===== config.mk =====
export PLATFORM = sky130hd
export DESIGN_NAME = qphase_seq
export DESIGN_NICKNAME = d
export VERILOG_FILES = /design/src/rtl/qseq_pkg.sv /design/src/rtl/qseq_phase_gen.sv /design/src/rtl/qseq_pc_unit.sv /design/src/rtl/qseq_ir_stage.sv /design/src/rtl/qphase_seq.sv
export SDC_FILE = /design/constraint.sdc
export NUM_CORES = 1
export LEC_CHECK = 0
export BUFFER_PORTS_ARGS = -buffer_cell sky130_fd_sc_hd__buf_2
export CORE_MARGIN = 8
export CORE_UTILIZATION = 34
export CTS_CLUSTER_SIZE = 10
export DETAILED_ROUTE_END_ITERATION = 16
export PLACE_DENSITY = 0.7
export SETUP_SLACK_MARGIN = 0.4
export SLEW_MARGIN = 30
export SYNTH_ARGS = -nofsm -noshare
export SYNTH_HDL_FRONTEND = slang
export SYNTH_SLANG_ARGS = --single-unit

===== constraint.sdc =====
create_clock -name clk -period 2.45 [get_ports clk]
set_clock_uncertainty 0.05 [all_clocks]
set_input_delay 0.245 -clock clk [delete_from_list [all_inputs] [get_ports clk]]
set_output_delay 0.245 -clock clk [all_outputs]
set_load 0.05 [all_outputs]

===== src/rtl/qseq_pkg.sv =====
package qseq_pkg;

    localparam int PC_W_DEF = 13;
    localparam int IW_DEF   = 16;
    localparam int NPH      = 4;

    typedef enum logic [1:0] {
        PH_Q1 = 2'd0,
        PH_Q2 = 2'd1,
        PH_Q3 = 2'd2,
        PH_Q4 = 2'd3
    } phase_e;

    typedef struct packed {
        logic cyc_end;   // edge leaving Q4
        logic take_br;   // branch accepted at this edge
    } step_t;

    function automatic phase_e ph_next(phase_e p);
        return phase_e'(p + 2'd1);
    endfunction

    function automatic logic [NPH-1:0] ph_onehot(phase_e p);
        return NPH'(1) << p;
    endfunction

endpackage


===== src/rtl/qseq_phase_gen.sv =====
module qseq_phase_gen
    import qseq_pkg::*;
(
    input  logic           clk,
    input  logic           rst,
    output phase_e         ph,
    output logic [NPH-1:0] strobe,
    output logic           clk_div
);

    always_ff @(posedge clk) begin
        if (rst) begin
            ph      <= PH_Q1;
            clk_div <= 1'b0;
        end else begin
            ph      <= ph_next(ph);
            // next phase is Q3 or Q4
            clk_div <= (ph == PH_Q2) || (ph == PH_Q3);
        end
    end

    assign strobe = ph_onehot(ph);

endmodule


===== src/rtl/qseq_pc_unit.sv =====
module qseq_pc_unit
    import qseq_pkg::*;
#(
    parameter int PC_W = PC_W_DEF
) (
    input  logic            clk,
    input  logic            rst,
    input  step_t           step,
    input  logic [PC_W-1:0] target,
    output logic [PC_W-1:0] pc
);

    localparam logic [PC_W-1:0] PC_ONE = PC_W'(1);

    always_ff @(posedge clk) begin
        if (rst) begin
            pc <= '0;
        end else if (step.cyc_end) begin
            pc <= step.take_br ? target : pc + PC_ONE;
        end
    end

endmodule


===== src/rtl/qseq_ir_stage.sv =====
module qseq_ir_stage
    import qseq_pkg::*;
#(
    parameter int IW = IW_DEF
) (
    input  logic          clk,
    input  logic          rst,
    input  step_t         step,
    input  logic [IW-1:0] fetched,
    output logic [IW-1:0] ir,
    output logic          exec_ok,
    output logic          flush
);

    localparam logic [IW-1:0] NOP_WORD = '0;

    always_ff @(posedge clk) begin
        if (rst) begin
            ir      <= NOP_WORD;
            exec_ok <= 1'b0;
            flush   <= 1'b0;
        end else if (step.cyc_end) begin
            if (step.take_br) begin
                ir      <= NOP_WORD;
                exec_ok <= 1'b0;
                flush   <= 1'b1;
            end else begin
                ir      <= fetched;
                exec_ok <= 1'b1;
                flush   <= 1'b0;
            end
        end
    end

endmodule


===== src/rtl/qphase_seq.sv =====
module qphase_seq
    import qseq_pkg::*;
#(
    parameter int PC_W = PC_W_DEF,
    parameter int IW   = IW_DEF
) (
    input  logic            clk,
    input  logic            rst,
    input  logic [IW-1:0]   pm_rdata,
    input  logic            br_req,
    input  logic [PC_W-1:0] br_target,
    output logic [PC_W-1:0] pc,
    output logic [IW-1:0]   ir,
    output logic [NPH-1:0]  phase,
    output logic            clk_div,
    output logic            dm_rd,
    output logic            dm_wr,
    output logic            flush
);

    phase_e ph;
    logic   exec_ok;
    step_t  step;

    qseq_phase_gen u_phase (
        .clk     (clk),
        .rst     (rst),
        .ph      (ph),
        .strobe  (phase),
        .clk_div (clk_div)
    );

    always_comb begin
        step.cyc_end = (ph == PH_Q4);
        step.take_br = step.cyc_end && exec_ok && br_req;
    end

    qseq_pc_unit #(.PC_W(PC_W)) u_pc (
        .clk    (clk),
        .rst    (rst),
        .step   (step),
        .target (br_target),
        .pc     (pc)
    );

    qseq_ir_stage #(.IW(IW)) u_ir (
        .clk     (clk),
        .rst     (rst),
        .step    (step),
        .fetched (pm_rdata),
        .ir      (ir),
        .exec_ok (exec_ok),
        .flush   (flush)
    );

    assign dm_rd = exec_ok && (ph == PH_Q2);
    assign dm_wr = exec_ok && (ph == PH_Q4);

endmodule


Word-level counts from Yosys, hierarchy flattened
Cells that the tools add are included.
{"block": "totals", "memories": 0, "ram_bits": 0, "latch_bits": 0, "elab_cells": 20, "ff_bits": 34, "in_bits": 32, "out_inout_bits": 37, "romBits": 0}
{"block": "op_classes", "n_eq_ne": 3, "div": 0, "n_addsub": 2, "magnitude_cmp": 0, "muxes": 4, "multipliers": 0, "n_reduce_logical": 4, "bitwise_logic": 0, "n_shift": 1}
{"op": "2-to-1 mux 16 bit", "n": 1}
{"op": "adder 13 x 1 -> 13 bit (second input constant)", "n": 1}
{"op": "2-to-1 mux 13 bit", "n": 1}
{"op": "== test 2 bit (second input constant)", "n": 2}
{"op": "<< shifter 1 x 2 -> 4 bit (first input constant)", "n": 1}
{"op": "logical AND 1 bit", "n": 3}
{"op": "adder 2 x 1 -> 2 bit (second input constant)", "n": 1}
{"op": "== test 2 x 1 -> 1 bit (second input constant)", "n": 1}
{"op": "2-to-1 mux 1 bit", "n": 2}
{"op": "logical OR 1 bit", "n": 1}

Longest topological paths before layout
Gate-level depths: netlist of run 1.
{"block": "logic_depth", "ltp_word": 4, "ltp_mapped": 6, "depth_no_buf": 5}

By module
A second synthesis of run 1 with hierarchy kept.
{"block": "hier_totals", "hier_cells": 193, "area_unflattened_um2": 1739.2}
{"mod": "qseq_ir_stage", "cells_per_inst": 78, "instances": 1, "area_each_um2": 807.0, "seq_area_each_um2": 360.3}
{"mod": "qseq_pc_unit", "cells_per_inst": 100, "instances": 1, "area_each_um2": 784.5, "seq_area_each_um2": 260.2}
{"mod": "qseq_phase_gen", "cells_per_inst": 11, "instances": 1, "area_each_um2": 115.1, "seq_area_each_um2": 40.0}
{"mod": "qphase_seq", "cells_per_inst": 4, "instances": 1, "area_each_um2": 32.5, "seq_area_each_um2": 0.0}

Worst setup path before layout of run 1
OpenSTA, ideal clock, no wires.
{"block": "synth_timing", "path_kind": "register -> output", "from": "reg u_phase.clk_div (netlist name)", "to": "out dm_wr", "t_required_ns": 2.155, "n_path_buf": 3, "path_stages_with_launch": 6, "path_slack_ns": -0.129, "arrival_ns": 2.284, "path_cell_list": "dfxtp_1 ha_1 buf_6 clkbuf_1 buf_2 and2_1"}
{"item": "end: declaration", "line": "qphase_seq.sv:17", "text": "output logic dm_wr,"}

Final worst setup path of run 1
{"block": "layout_timing", "from": "reg u_phase.ph[0]", "to": "out dm_wr"}
{"block": "layout_between", "elab_chain_len": 2}
{"item": "start: declaration", "line": "qseq_phase_gen.sv:6", "text": "output phase_e ph,"}
{"item": "start signal: assignment", "line": "qseq_phase_gen.sv:16", "text": "ph <= ph_next(ph);"}
{"item": "== test 2 bit", "line": "qphase_seq.sv:57", "text": "assign dm_wr = exec_ok && (ph == PH_Q4);"}
{"item": "logical AND 1 bit", "line": "qphase_seq.sv:57"}
No other way between the ends.

==> out/results.tsv, run 1 <==
metric	value	unit
root_buffer	clkbuf_8	
synth_cells	198	
grt_pass1_wl	7430	microns
setup-violations-final	0	
clkSlewWorstSetupHoldPaths	0.07	ns
fmax	0.535	GHz
cts_buffers	5	
routedWlPerCell	14.7	microns
cp_max_fo	34	
clk_path_buf_depth	2	
antenna_cells	0	
initialDrtViolationCount	137	
multi_input_area	888	sq um
period_needed	1.87	ns
port_buffers	68	
cts_tree	done	
layout_common_cells	buf_2 (68), dfxtp_1 (32), nand3_1 (31)	
hold_viol_final	0	
grtUsageTotal	12.4	%
reg2reg_to	u_pc.pc[8]	
rsz0062_at_grt	false	
final_cells	314	
dp_hpwl	3160	microns
slew_headroom	57.7	%
start_util	35.2	%
rr_startpoint	u_pc.pc[0]	
syn-cell-area	0.00165	sq mm
fillers	492	
drive_gt1_share	32.7	%
clock-sinks	33	
regToRegSetupSlack	0.79	ns
syn2layout_area_growth	25.8	%
slew_viol_final	0	
min_path_cells	3	
regArea	662	sq um
final_common_cell	buf_2	
hold_start	pm_rdata[2]	
yosys_warnings	0	
ir_drop	0.290	mV
die_x	85.7	microns
synth_cell_types	34	
row_count	25	
crit_required	2.15	ns
grt_max_degree	66	
drtAntennaViolNets	0	
grt.overflow.total	0	
vias_per_cell	5.18	
die_area	0.00735	sq mm
clk_latency	0.28	ns
critical_path_class	register to primary output	
arrival	1.57	ns
drt_wl_total	4630	microns
p_leak	0.876	nW
gp_congestion	0.767	
die_h	85.7	microns
yosysTopAreaCellShare	40.0	%
nets	296	
worstHoldPathType	input port to register	
r2r_cells	5	
htreeDepth	2	
fin_crit_sh	76.3	%
coreArea	0.00469	sq mm
whs_endpoint	u_ir.ir[2]	
synth_area_leader_cell	dfxtp_1	
antenna_found_initial	0	
worst_pin_slew	0.634	ns
crit_path_start_kind	register	
ios	69	
outcome	finished, final reports clean	
grt_pass1_vias	1602	
ys_ff_latch	33	
cap_viol_max_count	0	
startpoint	u_phase.ph[0]	
dp_cells	305	
hold_buffers	0	
drc	0	
end_kind	primary output	
vias	1627	
syn_nets	235	
synthTopCellsByArea	dfxtp_1 (40%), nand3_1 (9.4%), nand2b_1 (6.8%), a21oi_1 (5.8%), o21ai_0 (3.9%)	
power_density	567	mW/mm^2
firstDrtPassIters	4	
ys_seq_area_share	40.0	%
fin_tns_setup	0	ns
syn_area_per_cell	8.35	sq um
## worst max-delay path, cell delays in order (launching register included)
cell,delay (ns)
dfxtp_1,0.42
ha_4,0.41
and2_2,0.21
buf_2,0.25
## cells in the mapped netlist, drive strengths merged
| cell type | n |
|---|---|
| a211oi | 5 |
| a21oi | 19 |
| a22oi | 4 |
| a311oi | 2 |
| a31oi | 7 |
| and2 | 4 |
| and3 | 3 |
| and4 | 3 |
| buf | 8 |
| clkbuf | 7 |
| dfxtp | 33 |
| dlymetal6s2s | 1 |
| ha | 5 |
| inv | 3 |
| nand2 | 9 |
| nand2b | 18 |
| nand3 | 32 |
| nand4 | 3 |
| nand4b | 1 |
| nor2 | 7 |
| nor2b | 3 |
| nor3 | 1 |
| nor3b | 3 |
| o211a | 1 |
| o21ai | 13 |
| or2 | 1 |
| or3 | 1 |
| xor2 | 1 |
## sequential cells by signal, indices dropped and copies added (netlist names)
register and flops:
u_ir.flush 1, u_phase.ph 1, u_phase.clk_div 1, u_ir.exec_ok 1
u_ir.ir 16, u_pc.pc 13
## logic make-up after synthesis
| family | after synthesis | share of synthesized area, % |
|---|---|---|
| AOI/OAI and AO/OA | 51 | 18.5 |
| adders and majority gates | 5 | 3.79 |
| xor gates and xnor gates | 1 | 0.530 |
| DFF | 33 | 40.0 |
| buffers and inverters | 19 | 7.12 |
| and+or+nand+nor | 89 | 30.1 |
## stage by stage
step	cell area (sq um)	total power, mW	setup WS, ns	hold slack [ns]	utilization [%]
floorplan	1670	0.743	0.483	0.352	-
global placement	1980	0.795	0.758	0.402	42.1
detailed placement	1980	0.797	0.720	0.407	42.1
CTS	2060	1.19	0.415	0.169	43.9
global route	2080	1.24	0.510	0.171	44.3
finish	2080	1.18	0.581	0.175	44.3
## layout make-up
cell class	instances	share of cell area, %
Multi-Input combinational cell	146	42.7
Clock inverter	2	0.481
Sequential cell	33	31.8
Timing Repair Buffer	70	17.7
Clock buffer	6	3.49
Inverter	3	0.542
Tap cell	54	3.25
## worst max path at each step
stage | to | slack [ns] | cells after the start
detailed placement | u_pc.pc[8] | 0.72 | 4
global placement | dm_wr | 0.76 | 3
global route | dm_wr | 0.51 | 3
CTS | dm_wr | 0.41 | 3
floorplan | dm_wr | 0.48 | 5
finish | dm_wr | 0.58 | 3
## timing repair
item / in CTS / in global routing
setup buffers: 0 / 1
endpoints found under the setup margin: 0 / 1
endpoints found under the hold margin: 0 / 0
gates resized for setup: 0 / 0
## power breakdown
part           switching [mW]  total (mW)  internal (mW)  leakage [nW]
Clock                   0.194       0.390          0.197        0.0450
Combinational           0.148       0.213         0.0649         0.563
Sequential             0.0188       0.575          0.556         0.268
Total                   0.360        1.18          0.818         0.876
## layer usage
metal / part of all wire, % / vias up / track usage, %
met3: 7.0 / 0 / 4.97
met4: 0 / 0 / 2.39
met1: 46 / 749 / 14.7
met5: 0 / - / 0
li1: - / 829 / -
met2: 47 / 49 / 20.4
Note: power is estimated with default switching activity, not from simulation.
==> run 2: changes to the inputs <==
- ABC_AREA: not set -> 1
- clock period: 2.45 -> 1.8 ns (I/O delays scaled with it)
==> run 2 against run 1 <==
Wire length increased by 16%. Sequential share of layout area down 5.5 points. Register-to-register slack got worse by 0.48 ns. Utilization increased by 10 points. Hold slack worse by 0.087 ns. Sequential power rose by 33%. Cell count grew 18%. Synthesized cell count increased by 16%. Clock power rose by 41%. Design area grew 22%. Critical endpoint is now u_pc.pc[4]. Largest power group unchanged.
==> out/results.tsv, run 2 <==
metric	value	unit
outcome	finished, final reports clean	
cap_viol_max_count	0	
final_common_cell	buf_2	
startpoint	u_phase.ph[0]	
syn-cell-area	0.00161	sq mm
cts_tree	done	
clk_latency	0.28	ns
row_count	25	
yosysTopAreaCellShare	41.0	%
hold_viol_final	0	
antenna_found_initial	0	
fin_tns_setup	0	ns
largest_reg_flops	16	
dp_cells	347	
antenna_cells	0	
reg_top3	u_ir.ir x16, u_pc.pc x13	
slowest_delay	0.37	ns
layout_common_cells	buf_2 (64), nand2_1 (61), dfxtp_1 (29)	
endpoint	u_pc.pc[4]	
p_leak	1.20	nW
syn_area_per_cell	7.03	sq um
grt_pass1_wl	8320	microns
synth_cell_types	26	
fmax	0.671	GHz
clk_path_buf_depth	2	
largest_register	u_ir.ir	
arrival	1.61	ns
setup-violations-final	0	
gp_congestion	0.861	
root_buffer	clkbuf_8	
fillers	458	
final_cells	371	
hold_buffers	0	
crit_top_cell	clkinvlp_4	
ios	69	
grtUsageTotal	14.2	%
rr_startpoint	u_phase.ph[0]	
fin_area	0.00254	sq mm
ir_drop	0.466	mV
fin_crit_sh	82.8	%
clkSlewWorstSetupHoldPaths	0.07	ns
r2r_cells	7	
end_kind	register	
yosys_warnings	0	
synth_area_leader_cell	dfxtp_1	
critical_path_class	register to register	
cp_max_fo	7	
drc	0	
fin_util	54.6	%
worst_pin_slew	0.525	ns
regToRegSetupSlack	0.31	ns
dp_hpwl	3560	microns
yosysMostFrequentCell	nand2_1	
path_cells	ha_4, nand2_2, clkinvlp_4, nand2_8, clkinvlp_4, a211oi_1, nor2_1	
crit_required	1.92	ns
vias_per_cell	4.85	
ys_seq_area_share	41.0	%
nets	353	
synth_cells	229	
firstDrtPassIters	4	
syn2layout_area_growth	57.9	%
ys_ff_latch	33	
syn_nets	266	
routedWlPerCell	14.4	microns
synthTopCellsByArea	dfxtp_1 (41%), nand2_1 (19%), a21oi_1 (8.4%), inv_1 (4.9%), ha_1 (3.9%)	
grt_pass1_vias	1832	
die_area	0.00719	sq mm
grt_max_degree	23	
initialDrtViolationCount	68	
drive_gt1_share	48.9	%
crit_path_start_kind	register	
coreArea	0.00466	sq mm
drtAntennaViolNets	0	
power_density	642	mW/mm^2
start_util	34.6	%
cts_buffers	5	
async_flop_share	0	%
vias	1799	
slowest_stage	dfxtp_4	
htreeDepth	2	
synth.top_cells.by_count	nand2_1 (80), dfxtp_1 (33), a21oi_1 (27)	
grt.overflow.total	0	
fin_hold_ws	0.0881	ns
synth_edf_count	0	
period_needed	1.49	ns
reg2reg_to	u_pc.pc[4]	
dp_worst_setup_slack	0.207	ns
worstHoldPathType	input port to register	
fin_ws	0.310	ns
die_h	84.8	microns
slew_viol_final	0	
clock-sinks	33	
port_buffers	68	
dpl_cell_area	0.00204	sq mm
rsz0062_at_grt	true	
power	1.63	mW
drt_wl_total	5350	microns
synthFlopType	dfxtp_1	
slew_headroom	65.0	%
die_x	84.8	microns
hold_start	pm_rdata[4]	
## run 2: changes by cell type in the layout (fill, tap and decap cells not counted), sizes merged, moves of 8 or more
cell    change
nor2       +11
nand3      -19
nand2      +74
inv        +17
a21oi       +8
o21ai      -10
buf        +14
nand2b     -18
## run 2: area by class of cell
class | instances | area (sq um) | area share [%]
flip-flops and latches | 33 | 671 | 26.4
clock buffers | 7 | 76.3 | 3.00
well taps | 54 | 67.6 | 2.66
clock inverters | 1 | 7.51 | 0.295
repair inverters | 3 | 48.8 | 1.92
repair buffers | 85 | 497 | 19.5
inverters | 24 | 119 | 4.68
multi-input cells | 164 | 1060 | 41.5
## run 2: layer usage
layer  track usage (%)  up-vias  routed length, microns
met2              25.0       51                    2700
met4              3.40        0                      29
met3              4.63        4                     315
met1              16.2      827                    2300
met5                 0        -                       0
li1                  -      917                       -
## run 2: report_power, final
| part | switching [mW] | leakage, nW | total, mW | internal [mW] |
|---|---|---|---|---|
| logic | 0.216 | 0.892 | 0.317 | 0.101 |
| registers | 0.0166 | 0.269 | 0.767 | 0.750 |
| clock network | 0.274 | 0.0385 | 0.548 | 0.273 |
| total | 0.507 | 1.20 | 1.63 | 1.12 |
## run 2: kinds of logic (layout without fill, tap and decap cells)
logic type / Yosys count / count (layout) / share of synthesized area, %
compound gates: 38 / 38 / 13.0
fa+ha+maj: 5 / 5 / 3.89
buf+inv: 33 / 120 / 9.32
flops: 33 / 33 / 41.0
simple gates: 120 / 121 / 32.8
## run 2: worst min-delay path by stage
stage                        endpoint  slack [ns]  cells past startpoint
after floorplan            u_ir.ir[0]        0.27                      2
after global placement     u_ir.ir[9]        0.38                      3
after detailed placement   u_ir.ir[9]        0.39                      3
after CTS                 u_ir.ir[11]        0.08                      3
after global routing       u_ir.ir[4]        0.09                      3
final                      u_ir.ir[4]        0.09                      3
## run 2: worst max-delay path, delay by kind of cell (launching register included)
family | cells | cell delay (ns)
flops | 1 | 0.37
simple gates | 3 | 0.28
buf+inv | 2 | 0.30
fa+ha+maj | 1 | 0.16
compound gates | 1 | 0.21
## run 2: what timing repair did
item | in CTS | in global routing
gates cloned | 3 | 2
setup endpoints to repair | 35 | 35
endpoints found under the hold margin | 0 | 0
pin swaps | 10 | 25
gates resized for setup | 23 | 62
setup buffers | 8 | 3
==> run 3: changes to the inputs <==
- ABC_AREA: 1 -> 0
- PLACE_DENSITY: 0.7 -> 0.72
- clock period: 1.8 -> 1.3 ns (I/O delays scaled with it)
==> run 3 against run 2 <==
The flow now finishes with violations (setup timing). Global-route usage grew 1.6 points. Critical path depth decreased by 3. Critical endpoint is now dm_rd. Highest routed layer unchanged. Register-to-register slack lost 0.37 ns. Largest power group unchanged. Hold slack worse by 0.053 ns.
==> out/results.tsv, run 3 (synthesis results as in run 1) <==
metric	value	unit
grt-busiest-layer	met2	
slowest_delay	0.36	ns
clk_latency	0.28	ns
clkSlewWorstSetupHoldPaths	0.07	ns
die_x	85.7	microns
fin_ws	-0.0851	ns
violations	setup timing	
power_switching	0.800	mW
p_int	1.76	mW
slew_viol_final	0	
setup-violations-final	8	
layout_common_cells	buf_8 (38), buf_2 (31), buf_4 (27)	
die_area	0.00735	sq mm
htreeDepth	2	
reg_top3	u_ir.ir x16, u_pc.pc x13	
hold_start	pm_rdata[8]	
fin_util	75.0	%
grtUsageTotal	15.9	%
initialDrtViolationCount	74	
coreArea	0.00469	sq mm
antenna_found_initial	0	
largest_register	u_ir.ir	
fmax	0.722	GHz
arrival	1.21	ns
period_needed	1.39	ns
reg2reg_to	u_pc.pc[10]	
final_common_cell	buf_8	
power_density	727	mW/mm^2
final_cells	364	
ios	69	
regToRegSetupSlack	-0.06	ns
fin_tns_setup	-0.409	ns
drtAntennaViolNets	0	
pwr-share-clk	28.8	%
dp_worst_setup_slack	-0.111	ns
grt_pass1_wl	9380	microns
start_util	35.2	%
syn2layout_area_growth	113	%
fillers	319	
whs_endpoint	u_ir.ir[8]	
die_h	85.7	microns
largest_reg_flops	16	
slowest_stage	dfxtp_4	
drt_wl_total	6190	microns
outcome	complete, but fails checks	
slew_headroom	68.9	%
vias_per_cell	5.28	
firstDrtPassIters	4	
nets	346	
port_buffers	68	
grt_util_met3	5.44	%
vias	1921	
use_met2	27.6	%
hold_viol_final	0	
grt.overflow.total	0	
antenna_cells	0	
grt_max_degree	19	
worst_pin_slew	0.467	ns
rsz0062_at_grt	true	
end_kind	primary output	
multi_input_area	0.00133	sq mm
dp_cells	330	
ir_drop	0.609	mV
row_count	25	
cap_viol_max_count	0	
cp_max_fo	3	
worstHoldPathType	input port to register	
crit_path_start_kind	register	
root_buffer	clkbuf_8	
gp_congestion	0.846	
critical_path_class	register to primary output	
grt_pass1_vias	1881	
min_path_cells	3	
crit_required	1.12	ns
routedWlPerCell	17.0	microns
regArea	764	sq um
cts_tree	done	
path_cells	buf_6, ha_4, and2_4, buf_8	
dp_hpwl	3610	microns
clk_path_buf_depth	2	
p_sw_share	31.3	%
seq_power_share	41.8	%
met1_usage	17.7	%
fin_crit_sh	107	%
rr_startpoint	u_phase.clk_div	
fin_hold_ws	0.0346	ns
clock-sinks	33	
p_leak	1.34	nW
drive_gt1_share	77.7	%
r2r_cells	6	
power_frac_comb	29.4	%
cts_buffers	5	
drc	0	
-- run 3: changes by cell type in the layout (fill, tap and decap cells not counted), moves of 7 or more --
cell,change
buf_8,+37
a21oi_1,-10
buf_4,+11
buf_6,+16
nand2_4,-14
nand3_2,+13
inv_1,-16
buf_2,-33
nand2_1,-53
nand2b_4,+17
dfxtp_1,-29
dfxtp_4,+23
nor2_1,-7
-- run 3: timing repair --
item,CTS,global route
pin swaps,27,24
cloned,2,1
resized for setup,195,59
hold buffers,0,0
setup buffers,12,11
endpoints found under the setup margin,69,69
-- run 3: area by class of cell --
| type | count | share of cell area, % |
|---|---|---|
| multi-input combinational | 146 | 37.9 |
| sequential | 33 | 21.7 |
| inverter | 3 | 0.462 |
| tap | 54 | 1.92 |
| clock buffer | 6 | 2.06 |
| clock inverter | 2 | 0.285 |
| timing repair buffer | 120 | 35.7 |
-- run 3: worst max path at each step --
stage	startpoint	end	slack, ns	cells after the start
after floorplan	u_phase.clk_div	dm_wr	-0.23	5
after global placement	u_pc.pc[0]	u_pc.pc[8]	-0.07	5
after detailed placement	u_pc.pc[0]	u_pc.pc[8]	-0.11	5
after CTS	u_phase.clk_div	dm_wr	-0.08	4
after global routing	u_phase.ph[0]	dm_rd	-0.12	4
final	u_phase.ph[0]	dm_rd	-0.09	4
-- run 3: power by group through the flow --
stage          logic [mW]  clock network (mW)  registers (mW)
6_report            0.750               0.737            1.07
5_1_grt             0.789               0.821            1.07
4_1_cts             0.661               0.768            1.08
3_5_place_dp        0.478                   0            1.10
3_3_place_gp        0.472                   0            1.10
2_1_floorplan       0.219                   0            1.21
-- run 3: per-stage QoR --
stage / power (mW) / cell area, sq um
after floorplan: 1.43 / 1820
after global placement: 1.57 / 2330
after detailed placement: 1.58 / 2330
after CTS: 2.51 / 3150
after global routing: 2.68 / 3520
final: 2.56 / 3520
-- run 3: layer usage --
layer | vias to the layer above | share of wire [%]
li1 | 938 | -
met1 | 928 | 39
met2 | 49 | 54
met3 | 6 | 6.1
met4 | 0 | 1.0
met5 | - | 0
-- run 3: worst max-delay path, delay by kind of cell, from the launching register on --
family	cells	cell delay (ns)
fa+ha+maj	1	0.16
flops	1	0.36
buf+inv	2	0.27
simple gates	1	0.13
